[src/rtl/xlat_pkg.sv]
package xlat_pkg;
  localparam int LA_W    = 32;
  localparam int OFF_W   = 12;
  localparam int IDX_W   = 10;
  localparam int FRAME_W = LA_W - OFF_W;

  localparam int B_PRES  = 0;
  localparam int B_RW    = 1;
  localparam int B_US    = 2;
  localparam int B_ACC   = 5;
  localparam int B_DIRTY = 6;

  localparam logic [1:0] CAUSE_NONE   = 2'b00;
  localparam logic [1:0] CAUSE_ABSENT = 2'b01;
  localparam logic [1:0] CAUSE_WRITE  = 2'b10;
  localparam logic [1:0] CAUSE_USER   = 2'b11;

  // byte address of the directory word selected by the top index field
  function automatic logic [LA_W-1:0] f_dir_addr(input logic [FRAME_W-1:0] base,
                                                 input logic [LA_W-1:0] lin);
    return {base, lin[LA_W-1 -: IDX_W], 2'b00};
  endfunction

  // byte address of the table word selected by the middle index field
  function automatic logic [LA_W-1:0] f_tbl_addr(input logic [LA_W-1:0] dir_ent,
                                                 input logic [LA_W-1:0] lin);
    return {dir_ent[LA_W-1:OFF_W], lin[OFF_W+IDX_W-1:OFF_W], 2'b00};
  endfunction

  function automatic logic [LA_W-1:0] f_phys(input logic [LA_W-1:0] tbl_ent,
                                             input logic [LA_W-1:0] lin);
    return {tbl_ent[LA_W-1:OFF_W], lin[OFF_W-1:0]};
  endfunction

  // most restrictive of two {U/S,R/W} pairs
  function automatic logic [1:0] f_rights(input logic [1:0] a, input logic [1:0] b);
    return (a < b) ? a : b;
  endfunction
endpackage

[src/rtl/xlat_perm.sv]
module xlat_perm
  import xlat_pkg::*;
(
  input  logic [1:0] dir_rights,
  input  logic [1:0] tbl_rights,
  input  logic       is_user,
  input  logic       is_write,
  output logic       deny,
  output logic [1:0] cause
);
  logic [1:0] eff;

  always_comb begin
    eff   = f_rights(dir_rights, tbl_rights);
    deny  = 1'b0;
    cause = CAUSE_NONE;
    if (is_user) begin
      if (!eff[1]) begin
        deny  = 1'b1;
        cause = CAUSE_USER;
      end else if (is_write && !eff[0]) begin
        deny  = 1'b1;
        cause = CAUSE_WRITE;
      end
    end
  end
endmodule

[src/rtl/xlat_upd.sv]
module xlat_upd
  import xlat_pkg::*;
(
  input  logic [LA_W-1:0] entry,
  input  logic            set_dirty,
  output logic [LA_W-1:0] mask,
  output logic            need
);
  always_comb begin
    mask = '0;
    mask[B_ACC]   = 1'b1;
    mask[B_DIRTY] = set_dirty;
    need = ((entry & mask) != mask);
  end
endmodule

[src/rtl/xlat_walker.sv]
module xlat_walker
  import xlat_pkg::*;
(
  input  logic               clk,
  input  logic               rst_n,
  input  logic               req_valid,
  output logic               req_ready,
  input  logic [LA_W-1:0]    req_lin,
  input  logic               req_write,
  input  logic               req_user,
  input  logic [FRAME_W-1:0] dir_base,
  output logic               rsp_valid,
  output logic               rsp_fault,
  output logic [1:0]         rsp_cause,
  output logic               rsp_level,
  output logic [LA_W-1:0]    rsp_phys,
  output logic               mem_req,
  output logic               mem_we,
  output logic               mem_lock,
  output logic [LA_W-1:0]    mem_addr,
  output logic [LA_W-1:0]    mem_wdata,
  input  logic               mem_ack,
  input  logic [LA_W-1:0]    mem_rdata
);
  localparam int LEVELS = 2;

  typedef enum logic [3:0] {
    S_IDLE, S_RD_DIR, S_RD_TBL, S_CHECK,
    S_LRD_DIR, S_LWR_DIR, S_LRD_TBL, S_LWR_TBL, S_RESP
  } st_t;

  st_t                              state_q;
  logic [LA_W-1:0]                  lin_q;
  logic                             wr_q, user_q;
  logic [FRAME_W-1:0]               base_q;
  logic [LEVELS-1:0][LA_W-1:0]      ent_q;
  logic [LA_W-1:0]                  rmw_q;
  logic                             fault_q, level_q;
  logic [1:0]                       cause_q;

  logic [LEVELS-1:0][LA_W-1:0]      upd_mask;
  logic [LEVELS-1:0]                upd_need;
  logic                             perm_deny;
  logic [1:0]                       perm_cause;
  logic                             at_dir;

  // named events for the checker
  logic walk_start, rd_done, wr_done;
  assign walk_start = req_valid && req_ready;
  assign rd_done    = mem_req && !mem_we && mem_ack;
  assign wr_done    = mem_req && mem_we && mem_ack;

  for (genvar lv = 0; lv < LEVELS; lv++) begin : g_lvl
    xlat_upd u_upd (
      .entry    (ent_q[lv]),
      .set_dirty((lv == LEVELS-1) && wr_q),
      .mask     (upd_mask[lv]),
      .need     (upd_need[lv])
    );
  end

  xlat_perm u_perm (
    .dir_rights({ent_q[0][B_US], ent_q[0][B_RW]}),
    .tbl_rights({ent_q[1][B_US], ent_q[1][B_RW]}),
    .is_user   (user_q),
    .is_write  (wr_q),
    .deny      (perm_deny),
    .cause     (perm_cause)
  );

  always_comb begin
    req_ready = (state_q == S_IDLE);
    rsp_valid = (state_q == S_RESP);
    mem_req   = (state_q == S_RD_DIR) || (state_q == S_RD_TBL) ||
                (state_q == S_LRD_DIR) || (state_q == S_LWR_DIR) ||
                (state_q == S_LRD_TBL) || (state_q == S_LWR_TBL);
    mem_we    = (state_q == S_LWR_DIR) || (state_q == S_LWR_TBL);
    mem_lock  = (state_q == S_LRD_DIR) || (state_q == S_LWR_DIR) ||
                (state_q == S_LRD_TBL) || (state_q == S_LWR_TBL);
    at_dir    = (state_q == S_RD_DIR) || (state_q == S_LRD_DIR) ||
                (state_q == S_LWR_DIR);
    mem_addr  = at_dir ? f_dir_addr(base_q, lin_q) : f_tbl_addr(ent_q[0], lin_q);
    mem_wdata = rmw_q | (at_dir ? upd_mask[0] : upd_mask[1]);
    rsp_fault = fault_q;
    rsp_cause = cause_q;
    rsp_level = level_q;
    rsp_phys  = fault_q ? '0 : f_phys(ent_q[1], lin_q);
  end

  always_ff @(posedge clk) begin
    if (!rst_n) begin
      state_q <= S_IDLE;
      lin_q   <= '0;
      wr_q    <= 1'b0;
      user_q  <= 1'b0;
      base_q  <= '0;
      ent_q   <= '0;
      rmw_q   <= '0;
      fault_q <= 1'b0;
      level_q <= 1'b0;
      cause_q <= CAUSE_NONE;
    end else begin
      case (state_q)
        S_IDLE: if (walk_start) begin
          lin_q   <= req_lin;
          wr_q    <= req_write;
          user_q  <= req_user;
          base_q  <= dir_base;
          fault_q <= 1'b0;
          level_q <= 1'b0;
          cause_q <= CAUSE_NONE;
          state_q <= S_RD_DIR;
        end
        S_RD_DIR: if (mem_ack) begin
          ent_q[0] <= mem_rdata;
          if (!mem_rdata[B_PRES]) begin
            fault_q <= 1'b1;
            cause_q <= CAUSE_ABSENT;
            level_q <= 1'b0;
            state_q <= S_RESP;
          end else begin
            state_q <= S_RD_TBL;
          end
        end
        S_RD_TBL: if (mem_ack) begin
          ent_q[1] <= mem_rdata;
          if (!mem_rdata[B_PRES]) begin
            fault_q <= 1'b1;
            cause_q <= CAUSE_ABSENT;
            level_q <= 1'b1;
            state_q <= S_RESP;
          end else begin
            state_q <= S_CHECK;
          end
        end
        S_CHECK: begin
          if (perm_deny) begin
            fault_q <= 1'b1;
            cause_q <= perm_cause;
            level_q <= 1'b1;
            state_q <= S_RESP;
          end else if (upd_need[0]) begin
            state_q <= S_LRD_DIR;
          end else if (upd_need[1]) begin
            state_q <= S_LRD_TBL;
          end else begin
            state_q <= S_RESP;
          end
        end
        S_LRD_DIR: if (mem_ack) begin
          rmw_q   <= mem_rdata;
          state_q <= S_LWR_DIR;
        end
        S_LWR_DIR: if (mem_ack) begin
          state_q <= upd_need[1] ? S_LRD_TBL : S_RESP;
        end
        S_LRD_TBL: if (mem_ack) begin
          rmw_q   <= mem_rdata;
          state_q <= S_LWR_TBL;
        end
        S_LWR_TBL: if (mem_ack) state_q <= S_RESP;
        S_RESP:    state_q <= S_IDLE;
        default:   state_q <= S_IDLE;
      endcase
    end
  end
endmodule

[config.mk]
export PLATFORM = sky130hd
export DESIGN_NAME = xlat_walker
export DESIGN_NICKNAME = d
export VERILOG_FILES = /design/src/rtl/xlat_pkg.sv /design/src/rtl/xlat_perm.sv /design/src/rtl/xlat_upd.sv /design/src/rtl/xlat_walker.sv
export SDC_FILE = /design/constraint.sdc
export NUM_CORES = 1
export LEC_CHECK = 0
export CORE_ASPECT_RATIO = 0.8
export CORE_MARGIN = 4
export CORE_UTILIZATION = 40
export CTS_CLUSTER_SIZE = 8
export DETAILED_ROUTE_END_ITERATION = 8
export PLACE_DENSITY = 0.8
export SLEW_MARGIN = 20
export SYNTH_ARGS = -nofsm -noshare
export SYNTH_HDL_FRONTEND = slang
export SYNTH_SLANG_ARGS = --single-unit
[constraint.sdc]
create_clock -name clk -period 3.4 [get_ports clk]
set_input_delay 0.34 -clock clk [delete_from_list [all_inputs] [get_ports clk]]
set_output_delay 0.34 -clock clk [all_outputs]
set_load 0.005 [all_outputs]
==> impl_metrics.json <==
{
  "initial_core_util_pct": 40.8,
  "yosysSeqAreaShare_pct": 43.6,
  "clk_latency_ps": 420,
  "cts_buffers": 17,
  "cts_sinks": 140,
  "ys_ff_latch": 140,
  "port_buffers": 191,
  "h-tree-depth": 4,
  "cellLeakagePower_nw": 3.22,
  "slew_viol_final": 0,
  "max_stage_delay_ps": 690,
  "ys_warn_count": 0,
  "peakVddDrop_uv": 354,
  "wl_per_cell_um": 16.1,
  "synth_edf_count": 0,
  "cp_slowest_cell": "dfxtp_1",
  "cp-start-kind": "flop",
  "cp_cell_sequence": "nor2_1 > nor3_4 > buf_4 > mux2_2 > clkdlybuf4s50_1",
  "path_class": "flop to output pin",
  "gp_congestion": 0.820,
  "syn-instance-count": 767,
  "syn_avg_cell_area_um2": 8.38,
  "io_pins": 195,
  "cp.required_ps": 3060,
  "drc": 0,
  "drt_wl_total_mm": 18.3,
  "final_cells": 1135,
  "status": "finished, final reports clean",
  "die_h_um": 121,
  "finalNetCount": 999,
  "powerDensity_mw_per_mm2": 525,
  "ys.flop_type": "dfxtp_1",
  "grt_pass1_wl_mm": 28.4,
  "synth_cell_type_count": 45,
  "setup_tns_ps": 0,
  "p_total_mw": 4.62,
  "syn-cell-area_mm2": 0.00643,
  "max_freq_mhz": 336,
  "core_mm2": 0.0157,
  "setup_viol": 0,
  "place_inst": 1103,
  "die_w_um": 150,
  "vias": 5547,
  "overflow": 0,
  "path_clk_slew_ps": 60,
  "fin_hold_ws_ps": 447,
  "via_per_inst": 4.89,
  "rows": 41,
  "relSlewSlack_pct": 41.1,
  "ys_top_cells_by_area": "dfxtp_1 44%, nand2_1 16%, a21boi_1 12%, mux2_2 5.1%, buf_4 4.7%",
  "rsz0062_at_grt": "false",
  "period_share_pct": 87.6,
  "synth-async-reset-ratio_pct": 0,
  "die_area_mm2": 0.0182,
  "arrival_ps": 2640,
  "drt_iter0_markers": 353,
  "hpwl_mm": 12.8,
  "grt.total_usage_pct": 19.9,
  "drv_cap": 0,
  "min_path_type": "flop to flop",
  "ctsResizeCount": 0,
  "drt_first_pass_iters": 4,
  "netlist.area_leader.share_pct": 43.6,
  "synth_top_area_cell": "dfxtp_1",
  "num_antenna_cells": 0,
  "hold_violations": 0,
  "grt_pass1_vias": 5417,
  "areaGrowthSynthToFinish_pct": 36.7,
  "cts_buffer_depth": 2,
  "cts_setup_buffers": 0,
  "postRouteAntennaNets": 0,
  "cts-root-buf": "clkbuf_16",
  "postCtsHoldBufs": 0,
  "drive_above_1_share_pct": 10.0,
  "clock_skew_ps": 10.0,
  "worst_slew_pin_slew_ps": 883,
  "antenna_found_initial": 0,
  "fin_crit_ps": 2980,
  "cts_tree": "yes",
  "endpoint_kind": "output pin",
  "cp_max_fo": 21,
  "grt_max_degree": 86
}
worst paths after layout:
kind	slack [ps]	cells past startpoint	end	startpoint
hold reg to reg	450	2	ent_q[63]	ent_q[63]
setup / recovery	420	5	mem_addr[23]	state_q[2]
setup reg to reg	1220	5	base_q[13]	state_q[3]
hold / removal	450	2	ent_q[63]	ent_q[63]
per-layer routing:
layer | up-vias | wire length [um] | global-route usage [%]
met1 | 2614 | 8380 | 26.0
met2 | 164 | 8550 | 32.8
met3 | 20 | 1120 | 4.56
li1 | 2749 | - | -
met5 | - | 0 | 0
met4 | 0 | 250 | 6.17
worst max-delay path, delay by kind of cell, from the launching register on:
kind | cells | cell delay, ps
AND/OR/NAND/NOR | 2 | 320
multiplexers | 1 | 380
buffers and inverters | 2 | 820
flip-flops | 1 | 690
report_power, final:
group / switching (mW) / total, mW / internal [mW] / leakage (nW)
Clock: 0.734 / 1.97 / 1.23 / 0.305
Sequential: 0.0761 / 1.82 / 1.75 / 1.14
Combinational: 0.399 / 0.829 / 0.430 / 1.78
Total: 1.21 / 4.62 / 3.41 / 3.22
synth_stat cells, types with 5 or more instances:
library cell  number
nand2_1          272
a21oi_1            5
a21boi_0          32
nor2b_1           32
nor2_1            13
a21boi_1         101
buf_4             40
clkbuf_1          25
mux2_2            29
dfxtp_1          140
buf_6              9
buf_2             11
layout make-up:
class	instances	area, um2
clock buffer	18	429
fill	1438	6960
sequential	140	2800
clock inverter	14	191
inverter	6	22.5
multi-input combinational	536	3050
tap	215	269
timing repair buffer	206	2020
stage by stage:
step | worst slack, ps | utilization [%] | area (um2)
floorplan | 1700 | - | 6430
global placement | 951 | 51.9 | 8170
detailed placement | 869 | 51.9 | 8170
CTS | 396 | 55.8 | 8790
global route | 290 | 55.8 | 8790
finish | 421 | 55.8 | 8790
state kept, by name (all words and copies together), names as in the netlist:
name,cells
state_q,4
base_q,20
lin_q,32
rsp_fault,1
rsp_cause,2
ent_q,47
rsp_level,1
user_q,1
wr_q,1
rmw_q,31
cell usage in the layout, fill, tap and decap left out, drive strengths merged, types with 4 or more instances in the layout:
master,instances
clkbuf,18
a21boi,133
inv,9
a21oi,6
nand2,272
mux2,30
clkinv,6
clkdlybuf4s50,190
nor2,14
buf,16
nand3,4
dfxtp,140
bufinv,4
o21ai,5
nor2b,32
and3,4
cells by family (layout without fill, tap and decap cells):
| kind of cell | count (synthesis) | in the layout | synth area share [%] |
|---|---|---|---|
| adder cells (fa/ha/maj) | 2 | 2 | 0.389 |
| buffers and inverters | 92 | 244 | 9.14 |
| flip-flops | 140 | 140 | 43.6 |
| AND/OR/NAND/NOR | 341 | 341 | 22.8 |
| multiplexers | 32 | 32 | 5.56 |
| AO/OA/AOI/OAI | 157 | 157 | 18.2 |
| XOR/XNOR | 1 | 1 | 0.136 |
| other | 2 | 3 | 0.117 |
No activity file was read; power rests on OpenSTA's default activity.
